**src/rtl/shot_ctl_pkg.sv**
```systemverilog
// Package: shared field layout and helpers for the shot control bank.
// Assumes the 64-bit register image with mode at bit 24, range mask at 23..16
// and single-address mask at 15..0.
package shot_ctl_pkg;
    localparam int REG_W    = 64;
    localparam int RANGE_N  = 8;
    localparam int SINGLE_N = 16;
    localparam int MODE_BIT = RANGE_N + SINGLE_N;
    localparam int USED_W   = MODE_BIT + 1;

    typedef struct packed {
        logic                repeat_mode;
        logic [RANGE_N-1:0]  range_sel;
        logic [SINGLE_N-1:0] single_sel;
    } shot_cfg_t;

    // Turn a software image into a configuration, dropping reserved bits.
    function automatic shot_cfg_t cfg_from_image(input logic [REG_W-1:0] img);
        shot_cfg_t c;
        c.repeat_mode = img[MODE_BIT];
        c.range_sel   = img[SINGLE_N +: RANGE_N];
        c.single_sel  = img[0 +: SINGLE_N];
        return c;
    endfunction

    // Turn a configuration back into a software image with reserved bits zero.
    function automatic logic [REG_W-1:0] image_from_cfg(input shot_cfg_t c);
        logic [REG_W-1:0] img;
        img = '0;
        img[USED_W-1:0] = c;
        return img;
    endfunction
endpackage

```
**src/rtl/shot_access_guard.sv**
```systemverilog
// Module: decides whether a write may land and flags refused writes.
// Assumes wr_idx/rd_idx are wide enough to express indexes beyond NUM_ENTRIES.
module shot_access_guard #(
    parameter int NUM_ENTRIES = 6,
    parameter int IDX_W       = 3
) (
    input  logic             clk,
    input  logic             rst_n,
    input  logic             idle,
    input  logic             wr_en,
    input  logic [IDX_W-1:0] wr_idx,
    input  logic [IDX_W-1:0] rd_idx,
    output logic             wr_ok,
    output logic             rd_bad,
    output logic             wr_err
);
    logic wr_idx_bad;

    // Range check of both indexes and the write permission.
    always_comb begin
        wr_idx_bad = (int'(wr_idx) >= NUM_ENTRIES);
        rd_bad     = (int'(rd_idx) >= NUM_ENTRIES);
        wr_ok      = wr_en && idle && !wr_idx_bad;
    end

    // One-cycle error pulse after a refused write.
    always_ff @(posedge clk) begin
        if (!rst_n) wr_err <= 1'b0;
        else        wr_err <= wr_en && (!idle || wr_idx_bad);
    end
endmodule

```
**src/rtl/shot_cfg_slot.sv**
```systemverilog
// Module: configuration storage for one entry.
// Assumes wr_ok is already qualified by idle and index range.
module shot_cfg_slot
    import shot_ctl_pkg::*;
#(
    parameter int IDX_W = 3,
    parameter int SLOT  = 0
) (
    input  logic             clk,
    input  logic             rst_n,
    input  logic             wr_ok,
    input  logic [IDX_W-1:0] wr_idx,
    input  logic [REG_W-1:0] wr_data,
    output shot_cfg_t        cfg
);
    // Load the entry when an accepted write names this slot.
    always_ff @(posedge clk) begin
        if (!rst_n)                                cfg <= '0;
        else if (wr_ok && int'(wr_idx) == SLOT)    cfg <= cfg_from_image(wr_data);
    end
endmodule

```
**src/rtl/shot_engine.sv**
```systemverilog
// Module: match qualification, fire pulse and sticky flag for one entry.
// Assumes match vectors are synchronous to clk; clear takes effect before a same-cycle set.
module shot_engine
    import shot_ctl_pkg::*;
(
    input  logic                clk,
    input  logic                rst_n,
    input  shot_cfg_t           cfg,
    input  logic [RANGE_N-1:0]  range_hit,
    input  logic [SINGLE_N-1:0] addr_hit,
    input  logic                clr,
    output logic                fire,
    output logic                fired
);
    logic raw;
    logic armed;

    // Raw match and whether the entry may pulse this cycle.
    always_comb begin
        raw   = (|(cfg.range_sel & range_hit)) || (|(cfg.single_sel & addr_hit));
        armed = cfg.repeat_mode || !fired || clr;
    end

    // Register the pulse and update the sticky flag.
    always_ff @(posedge clk) begin
        if (!rst_n) begin
            fire  <= 1'b0;
            fired <= 1'b0;
        end else begin
            fire  <= raw && armed;
            fired <= (fired && !clr) || raw;
        end
    end
endmodule

```
**src/rtl/shot_ctl_bank.sv**
```systemverilog
// Module: top of the shot control bank; one slot and one engine per entry,
// plus the access guard and a read multiplexer.
// Assumes NUM_ENTRIES <= 2**IDX_W and NUM_ENTRIES <= 8.
module shot_ctl_bank
    import shot_ctl_pkg::*;
#(
    parameter int NUM_ENTRIES = 6,
    parameter int IDX_W       = 3
) (
    input  logic                   clk,
    input  logic                   rst_n,
    input  logic                   idle,
    input  logic                   wr_en,
    input  logic [IDX_W-1:0]       wr_idx,
    input  logic [63:0]            wr_data,
    input  logic [IDX_W-1:0]       rd_idx,
    output logic [63:0]            rd_data,
    output logic                   rd_bad,
    output logic                   wr_err,
    input  logic [7:0]             range_hit,
    input  logic [15:0]            addr_hit,
    input  logic [NUM_ENTRIES-1:0] stat_clr,
    output logic [NUM_ENTRIES-1:0] fire,
    output logic [NUM_ENTRIES-1:0] fired
);
    localparam int CFG_W = $bits(shot_cfg_t);

    logic                         wr_ok;
    shot_cfg_t                    cfg_arr [NUM_ENTRIES];
    logic [NUM_ENTRIES*CFG_W-1:0] cfg_flat;
    logic [NUM_ENTRIES-1:0]       mode_vec;

    shot_access_guard #(.NUM_ENTRIES(NUM_ENTRIES), .IDX_W(IDX_W)) u_guard (
        .clk(clk), .rst_n(rst_n), .idle(idle), .wr_en(wr_en),
        .wr_idx(wr_idx), .rd_idx(rd_idx),
        .wr_ok(wr_ok), .rd_bad(rd_bad), .wr_err(wr_err)
    );

    for (genvar e = 0; e < NUM_ENTRIES; e++) begin : g_entry
        shot_cfg_slot #(.IDX_W(IDX_W), .SLOT(e)) u_slot (
            .clk(clk), .rst_n(rst_n), .wr_ok(wr_ok),
            .wr_idx(wr_idx), .wr_data(wr_data), .cfg(cfg_arr[e])
        );
        shot_engine u_eng (
            .clk(clk), .rst_n(rst_n), .cfg(cfg_arr[e]),
            .range_hit(range_hit), .addr_hit(addr_hit), .clr(stat_clr[e]),
            .fire(fire[e]), .fired(fired[e])
        );
        assign cfg_flat[e*CFG_W +: CFG_W] = cfg_arr[e];
        assign mode_vec[e]                = cfg_arr[e].repeat_mode;
    end

    // Read multiplexer; an unimplemented index reads as zero.
    always_comb begin
        rd_data = '0;
        for (int e = 0; e < NUM_ENTRIES; e++) begin
            if (int'(rd_idx) == e) rd_data = image_from_cfg(cfg_arr[e]);
        end
    end
endmodule

```
**config.mk**
```make
export PLATFORM = sky130hd
export DESIGN_NAME = shot_ctl_bank
export DESIGN_NICKNAME = d
export VERILOG_FILES = /design/src/rtl/shot_ctl_pkg.sv /design/src/rtl/shot_access_guard.sv /design/src/rtl/shot_cfg_slot.sv /design/src/rtl/shot_engine.sv /design/src/rtl/shot_ctl_bank.sv
export SDC_FILE = /design/constraint.sdc
export NUM_CORES = 1
export LEC_CHECK = 0
export ABC_AREA = 0
export BUFFER_PORTS_ARGS = -buffer_cell sky130_fd_sc_hd__buf_4
export CORE_MARGIN = 4
export CORE_UTILIZATION = 56
export CTS_CLUSTER_DIAMETER = 60
export CTS_CLUSTER_SIZE = 14
export DETAILED_ROUTE_END_ITERATION = 8
export PLACE_DENSITY_LB_ADDON = 0.25
export SLEW_MARGIN = 20
export SYNTH_ARGS = -nofsm -noshare
export SYNTH_HDL_FRONTEND = slang
export SYNTH_HIERARCHICAL = 1
export SYNTH_SLANG_ARGS = --single-unit
export TNS_END_PERCENT = 30
```
**constraint.sdc**
```tcl
create_clock -name clk -period 1.56 [get_ports clk]
set_clock_uncertainty 0.05 [all_clocks]
set_input_delay 0.156 -clock clk [delete_from_list [all_inputs] [get_ports clk]]
set_output_delay 0.156 -clock clk [all_outputs]
set_load 0.005 [all_outputs]
```
==> impl_metrics.ini, run 1 <==
[sta]
whs_ns = 0.0988
setup-tns-final_ns = -0.696
hold_viol = 0
finalMaxSlewViolations = 0
setup-violations-final = 26
min_period_ns = 1.63
post-route-period-util = 1.04
setup_ws_ns = -0.0653
clock.fmax_mhz = 615
grt_setup_unrepaired = true

[clock_network]
cts_tree = done
clk_path_buf_depth = 2
insertion_delay_ns = 0.43
clkTransAtPathRegs_ns = 0.06
cts.sinks = 163
ctsHtreeMaxLevel = 4
cts_buffers = 17
root_buffer = clkbuf_16

[cells_and_area]
mostFrequentLayoutCells = nand2_1, mux2i_1, buf_4
final-instance-count-excl-fill = 1354
nets = 1230
layout_commonest_cell = nand2_1
antenna_cells = 0
area_delta_synth_final_pct = 23.5
num-fill-cells = 1171
fin_area_um2 = 11400
final_layout_size_suffix_gt1_frac = 0.330

[synthesis]
synth-adder-area-share = 0
synth_top_area_frac = 0.353
synth_edf_count = 0
async_flop_share = 0
yosys.cell_types.count = 31
yosysSeqAreaShare = 0.353
synth.largest_area_cell = dfxtp_1
yosysWarnings = 6
synth_xor_area_frac = 0
syn_area_per_cell_um2 = 9.34
yosys.area_share.simple = 0.150
synth_area_leaders = dfxtp_1, mux2i_1, nand2_1
yosys_register_bits = 163
muxShareOfSynthArea = 0.193
synth_compound_area_frac = 0.200
synth_ff_type = dfxtp_1
netlist_area_um2 = 9240
synth_top_family_by_area = compound AO/OA/AOI/OAI gates
syn-instance-count = 989

[placed_design]
pre_cts_slack_ns = 0.0434
port_buffers = 103
gp_congestion = 0.854
dp_hpwl_um = 17500
postPlaceCellArea_um2 = 10000
dp_cells = 1269

[detailed_routing]
wl_um = 26300
avgRoutedWirePerCell_um = 19.4
vias = 7969
drt-initial-drc-count = 626
drtAntennaViolNets = 0
via_per_inst = 5.89
first_pass_iters = 6
drc = 0

[worst_setup_path]
arrival_ns = 1.42
worstPathRequired_ns = 1.35
r2r_start = g_entry[1].u_slot/cfg[5]
crit_fanout = 2
worstSetupPathType = reg2out
r2r-end = g_entry[1].u_eng/fired
endpoint_kind = output port
reg2reg_depth = 5
critPathLaunchType = flip-flop
r2r_slack_ns = -0.06

[global_routing]
grtUsageTotal = 0.281
grt-ovfl-total = 0
grt_max_degree = 71
grt_pass1_vias = 7653
grt_pass1_wl_um = 40600
antenna_found_initial = 1

[power_and_ir_drop]
pwr-share-seq = 0.427
p_leak_nw = 4.29
combinationalPowerShare = 0.143
power_switching_mw = 2.55
pwr_density_cell_nw_per_um2 = 879
intPower_mw = 7.47
clkPwrFrac = 0.430
p_sw_frac = 0.255
worst_ir_drop_vdd_mv = 0.839

[floorplan]
core-area_um2 = 16000
initial_utilization = 0.577
ios = 182
rows = 46
dieHeight_um = 136
fp.dieW_um = 136
die_area_um2 = 18600

[outcome]
status = finished with violations
violations = setup timing

[min_path]
hold_end = g_entry[4].u_eng/fired
min_from = rst_n
hold_depth = 3
hold_path_class = in2reg

[job]
drv_cap = 0
==> sequential cells by signal, summed over array words and instances, names as in the netlist <==
register / count
g_entry.u_slot/cfg: 150
g_entry.u_eng/fire: 6
g_entry.u_eng/fired: 6
u_guard/wr_err: 1
==> per-stage QoR <==
stage	power, mW	util
5_1_grt	10.3	0.713
3_3_place_gp	5.62	0.628
2_1_floorplan	5.13	-
3_5_place_dp	5.64	0.628
4_1_cts	10.0	0.704
6_report	10.0	0.713
==> area by class of cell <==
cell class,instances,area [um2],share of cell area
well taps,216,270,0.0237
clock inverters,10,133,0.0116
repair buffers,200,1800,0.158
flip-flops and latches,163,3350,0.294
clock buffers,21,460,0.0404
multi-input cells,735,5360,0.470
inverters,9,33.8,0.00296
==> cells in the mapped netlist, types with 11 or more instances <==
cell type / instances
a22oi_1: 24
buf_12: 12
nand2_1: 302
clkbuf_1: 31
o21ai_0: 28
o32ai_2: 20
dfxtp_1: 163
buf_6: 11
o22ai_1: 25
mux2i_1: 150
and4_1: 12
mux2_2: 25
a221oi_2: 44
buf_4: 44
buf_2: 22
a22o_1: 24
==> timing repair <==
item                       in CTS  in global routing
setup endpoints to repair      25                 38
pin swaps                      24                 17
hold endpoints to repair      154                  0
hold buffers                   33                  0
buffers inserted               11                 10
gates resized for setup        84                 26
cloned                          0                  0
==> power groups by stage <==
stage | clock [mW] | combinational (mW) | sequential [mW]
after floorplan | 0 | 0.769 | 4.36
after global placement | 0 | 1.25 | 4.37
after detailed placement | 0 | 1.27 | 4.37
after CTS | 4.34 | 1.39 | 4.28
after global routing | 4.52 | 1.54 | 4.28
final | 4.31 | 1.44 | 4.28
==> worst max-delay path: stages, from the launching register on <==
cell and delay [ns]:
dfxtp_2 0.34, mux2_4 0.15, o32ai_2 0.06, a221oi_2 0.26, buf_4 0.17
==> cell families after synthesis <==
group                  count (synthesis)
muxes                                175
DFF                                  163
other                                  1
buffers and inverters                129
AOI/OAI and AO/OA                    191
and+or+nand+nor                      330
==> worst max-delay path by stage <==
stage | endpoint | slack (ns) | depth (start not counted) | startpoint
6_report | rd_data[5] | -0.07 | 4 | g_entry[5].u_slot/cfg[5]
5_1_grt | rd_data[10] | -0.12 | 4 | g_entry[1].u_slot/cfg[10]
4_1_cts | rd_data[5] | -0.07 | 4 | g_entry[1].u_slot/cfg[5]
3_5_place_dp | rd_data[24] | 0.04 | 6 | rd_idx[1]
3_3_place_gp | rd_data[24] | 0.07 | 6 | rd_idx[1]
2_1_floorplan | rd_data[16] | 0.33 | 6 | rd_idx[1]
==> routing by layer <==
metal  part of all wire  routed length [um]  GRT usage  up-vias
met3              0.068                1800     0.0581       41
met1               0.42               11200      0.362     3841
met4              0.019                 501     0.0907        2
li1                   -                   -          -     3752
met5            0.00061                  16          0        -
met2               0.49               12800      0.470      333
Note: power is estimated with default switching activity, not from simulation.
==> run 2, diff against run 1 <==
Settings changed: PLACE_DENSITY set to 0.81, PLACE_DENSITY_LB_ADDON 0.25 to unset.
Clock period 1.56 ns to 1.6 ns, I/O delays scaled along.
==> run 2 against run 1 <==
Compared with the run above:
- the flow still finishes with violations (setup timing)
- global-route usage down 1.1 points
- routed wire length decreased by 0.19%
- sequential share of layout area grew 0.10 points
- sequential power decreased by 3%
- first-iteration DRC count rose by 20%
- die area unchanged
- sequential cell count is the same
- largest cell class unchanged
==> impl_metrics.ini, run 2 (synthesized netlist as in run 1, its figures left out) <==
[placed_design]
port_buffers = 103
gp_congestion = 0.929
dp_cells = 1263
postPlaceCellArea_um2 = 10000
dp_hpwl_um = 17300

[cells_and_area]
largest-register = g_entry.u_slot/cfg
final-instance-count-excl-fill = 1344
nets = 1221
area_delta_synth_final_pct = 22.9
fin_area_um2 = 11400
multi_input_area_um2 = 5310
mostFrequentLayoutCells = nand2_1, mux2i_1, buf_4
layout_commonest_cell = nand2_1
reg_top3 = g_entry.u_slot/cfg: 150 flops, g_entry.u_eng/fire: 6 flops, g_entry.u_eng/fired: 6 flops
num-fill-cells = 1154
antenna_cells = 0
fin_util = 0.710
largest_register_ffs = 150
regArea_um2 = 3350
final_layout_size_suffix_gt1_frac = 0.320

[floorplan]
rows = 46
initial_utilization = 0.577
dieHeight_um = 136
die_area_um2 = 18600
core-area_um2 = 16000
ios = 182
fp.dieW_um = 136

[sta]
grt_setup_unrepaired = true
min_period_ns = 1.78
setup_ws_ns = -0.182
setup-violations-final = 11
hold_viol = 0
post-route-period-util = 1.11
whs_ns = 0.0308
clock.fmax_mhz = 561
finalMaxSlewViolations = 0

[detailed_routing]
via_per_inst = 6.00
first_pass_iters = 8
drt-initial-drc-count = 750
drtAntennaViolNets = 0
drc = 0
avgRoutedWirePerCell_um = 19.5
vias = 8059
wl_um = 26300

[clock_network]
cts_tree = done
ctsHtreeMaxLevel = 4
clk_path_buf_depth = 2
cts.sinks = 163
insertion_delay_ns = 0.42
cts_buffers = 17
clkTransAtPathRegs_ns = 0.06
root_buffer = clkbuf_16

[outcome]
status = finished with violations
violations = setup timing

[global_routing]
grtUsageTotal = 0.270
antenna_found_initial = 1
grt_max_degree = 49
grt_pass1_wl_um = 39300
grt-ovfl-total = 0
grt_pass1_vias = 7487

[worst_setup_path]
endpoint_kind = output port
crit_chain = o21ai_0, a221oi_2, buf_4
cpPeakStageDelay_ns = 0.45
worstPathRequired_ns = 1.39
worstSetupPathType = reg2out
critPathLaunchType = flip-flop
arrival_ns = 1.57
crit_fanout = 3
cp_slowest_cell = a221oi_2

[power_and_ir_drop]
p_total_mw = 9.87
p_leak_nw = 4.26
worst_ir_drop_vdd_mv = 0.839
pwr_density_cell_nw_per_um2 = 869

[min_path]
hold_path_class = in2reg

[job]
drv_cap = 0
==> run 2: cell count changes in the layout (fill, tap and decap cells not counted), sizes merged <==
cell,delta
buf,-7
clkbuf,+6
clkinv,-7
dlygate4sd3,-2
==> run 2: per-stage QoR <==
stage,TNS (ns),worst slack [ns]
final,-0.293,-0.182
after global routing,-1.13,-0.173
after CTS,-0.0910,-0.0189
after detailed placement,0,0.0726
after global placement,0,0.0797
after floorplan,0,0.358
==> run 2: worst max-delay path, delay by kind of cell, from the launching register on <==
| family | cells | cell delay [ns] |
|---|---|---|
| AO/OA/AOI/OAI | 2 | 0.61 |
| flip-flops | 1 | 0.35 |
| buffers and inverters | 1 | 0.19 |
==> run 2: worst paths after layout <==
kind | cells past startpoint | slack (ns) | to | start
worst max-delay path | 3 | -0.18 | rd_data[23] | g_entry[3].u_slot/cfg[23]
worst min-delay path | 3 | 0.03 | g_entry[3].u_eng/fired | stat_clr[3]
worst max register to register | 4 | 0.05 | g_entry[2].u_eng/fired | g_entry[2].u_slot/cfg[2]
worst min register to register | 2 | 0.41 | g_entry[5].u_slot/cfg[24] | g_entry[5].u_slot/cfg[24]
==> run 2: cell type report <==
| type | count | share of cell area |
|---|---|---|
| Clock buffer | 27 | 0.0469 |
| Clock inverter | 3 | 0.00793 |
| Tap cell | 216 | 0.0238 |
| Inverter | 9 | 0.00298 |
| Multi-Input combinational cell | 735 | 0.468 |
| Timing Repair Buffer | 191 | 0.156 |
| Sequential cell | 163 | 0.295 |
==> run 2: power breakdown <==
part,switching [mW],internal (mW)
logic,0.763,0.626
registers,0.0461,4.13
clock network,1.57,2.73
==> run 2: per-layer routing <==
layer / wire length, um / global-route usage / vias up / share of wire
li1: - / - / 3732 / -
met1: 11000 / 0.356 / 3890 / 0.42
met2: 12300 / 0.435 / 369 / 0.47
met3: 2180 / 0.0592 / 66 / 0.083
met4: 779 / 0.0957 / 2 / 0.030
met5: 1 / 0 / - / 0.000038
==> run 2: what timing repair did <==
action / 4_1_cts / 5_1_grt
hold buffers: 31 / 0
setup endpoints to repair: 22 / 43
buffers inserted: 10 / 10
hold endpoints to repair: 148 / 0
pin swaps: 14 / 15
gates resized for setup: 61 / 35
==> run 3, diff against run 2 <==
Settings changed: CORE_MARGIN 4 to 5, PLACE_DENSITY 0.81 to 0.86.
==> run 3 against run 2 <==
Compared with the run above:
- the flow still finishes with violations (setup timing)
- worst setup slack improved by 0.12 ns
- sequential power about the same
- total power increased by 0.12%
- clock power about the same
- non-clock buffer count decreased by 2
- sequential share of layout area increased by 0.090 points
- cell count increased by 0.30%
- via count increased by 2.4%
==> impl_metrics.ini, run 3 (synthesized netlist as in run 1, its figures left out) <==
[detailed_routing]
drt-initial-drc-count = 851
drtAntennaViolNets = 0
vias = 8249
via_per_inst = 6.12
first_pass_iters = 5
drc = 0
wl_um = 27500
avgRoutedWirePerCell_um = 20.4

[sta]
grt_setup_unrepaired = true
setup-violations-final = 22
hold_viol = 0
min_period_ns = 1.66
clock.fmax_mhz = 602
whs_ns = 0.0190
setup_ws_ns = -0.0615
finalMaxSlewViolations = 0
post-route-period-util = 1.04

[worst_setup_path]
worstPathRequired_ns = 1.39
endpoint_kind = output port
r2r_slack_ns = 0.07
crit_fanout = 2
arrival_ns = 1.45
critPathLaunchType = flip-flop
worstSetupPathType = reg2out

[global_routing]
grt_pass1_vias = 8249
grtUsageTotal = 0.276
grt_pass1_wl_um = 43000
grt_max_degree = 114
antenna_found_initial = 0
grt-ovfl-total = 0

[clock_network]
cts_tree = done
cts_buffers = 17
clk_path_buf_depth = 2
root_buffer = clkbuf_16
insertion_delay_ns = 0.44
ctsHtreeMaxLevel = 4
cts.sinks = 163
clkTransAtPathRegs_ns = 0.07

[cells_and_area]
largest_register_ffs = 150
fin_area_um2 = 11200
final_layout_size_suffix_gt1_frac = 0.299
fin_util = 0.686
antenna_cells = 0
largest-register = g_entry.u_slot/cfg
layout_commonest_cell = nand2_1
area_delta_synth_final_pct = 21.8
reg_top3 = g_entry.u_slot/cfg: 150 flops, g_entry.u_eng/fire: 6 flops, g_entry.u_eng/fired: 6 flops
mostFrequentLayoutCells = nand2_1, mux2i_1, buf_4
nets = 1219

[job]
drv_cap = 0

[floorplan]
rows = 47
initial_utilization = 0.563
die_area_um2 = 19200
core-area_um2 = 16400
ios = 182
dieHeight_um = 138
fp.dieW_um = 138

[outcome]
status = finished with violations
violations = setup timing

[power_and_ir_drop]
p_leak_nw = 4.21
pwr_density_cell_nw_per_um2 = 879
p_total_mw = 9.88
worst_ir_drop_vdd_mv = 0.839

[placed_design]
pre_cts_slack_ns = 0.0130
dp_hpwl_um = 17900
postPlaceCellArea_um2 = 10000
gp_congestion = 0.895
port_buffers = 103

[min_path]
hold_path_class = in2reg
[run 3: cell types whose count changed in the layout (fill, tap and decap cells not counted), moves of 4 or more]
cell / delta
a221oi_1: +4
a221oi_2: -4
clkbuf_8: -4
clkinv_4: +4
dfxtp_1: +17
dfxtp_2: -17
[run 3: final timing paths]
kind                                   from                         to  cells after the start
setup / recovery  g_entry[1].u_slot/cfg[18]                rd_data[18]                      4
hold / removal                        rst_n   g_entry[5].u_slot/cfg[7]                      3
setup reg to reg  g_entry[0].u_slot/cfg[17]     g_entry[0].u_eng/fired                      4
hold reg to reg   g_entry[5].u_slot/cfg[21]  g_entry[5].u_slot/cfg[21]                      2
[run 3: area by class of cell]
cell class	count	area, um2
multi-input cells	735	5270
fillers	1158	5160
flip-flops and latches	163	3330
repair buffers	189	1720
clock buffers	21	470
well taps	220	275
clock inverters	11	151
inverters	9	33.8
[run 3: what timing repair did]
| item | in CTS | in global routing |
|---|---|---|
| hold buffers | 33 | 0 |
| resized for setup | 58 | 13 |
| endpoints found under the setup margin | 24 | 26 |
| hold endpoints to repair | 153 | 0 |
| buffers inserted | 13 | 2 |
| pin swaps | 9 | 5 |
[run 3: metal layers]
metal / track usage / share of wire / up-vias
met3: 0.0642 / 0.098 / 104
li1: - / - / 3721
met1: 0.331 / 0.38 / 3939
met2: 0.463 / 0.48 / 485
met5: 0 / 0 / -
met4: 0.141 / 0.046 / 0
[run 3: power by group]
group / switching (mW) / internal, mW
Combinational: 0.770 / 0.609
Sequential: 0.0460 / 4.12
Clock: 1.74 / 2.59
Total: 2.56 / 7.32
[run 3: per-stage QoR]
stage,TNS [ns],instances
after global routing,-1.88,1348
after detailed placement,0,1268
final,-0.584,1348
after CTS,-0.839,1346
after floorplan,0,1027
after global placement,0,1268
[run 3: worst max-delay path, stage by stage (launching register included)]
cell and delay, ns:
dfxtp_2 0.35, mux2_4 0.16, o32ai_4 0.07, a221oi_2 0.27
buf_4 0.17
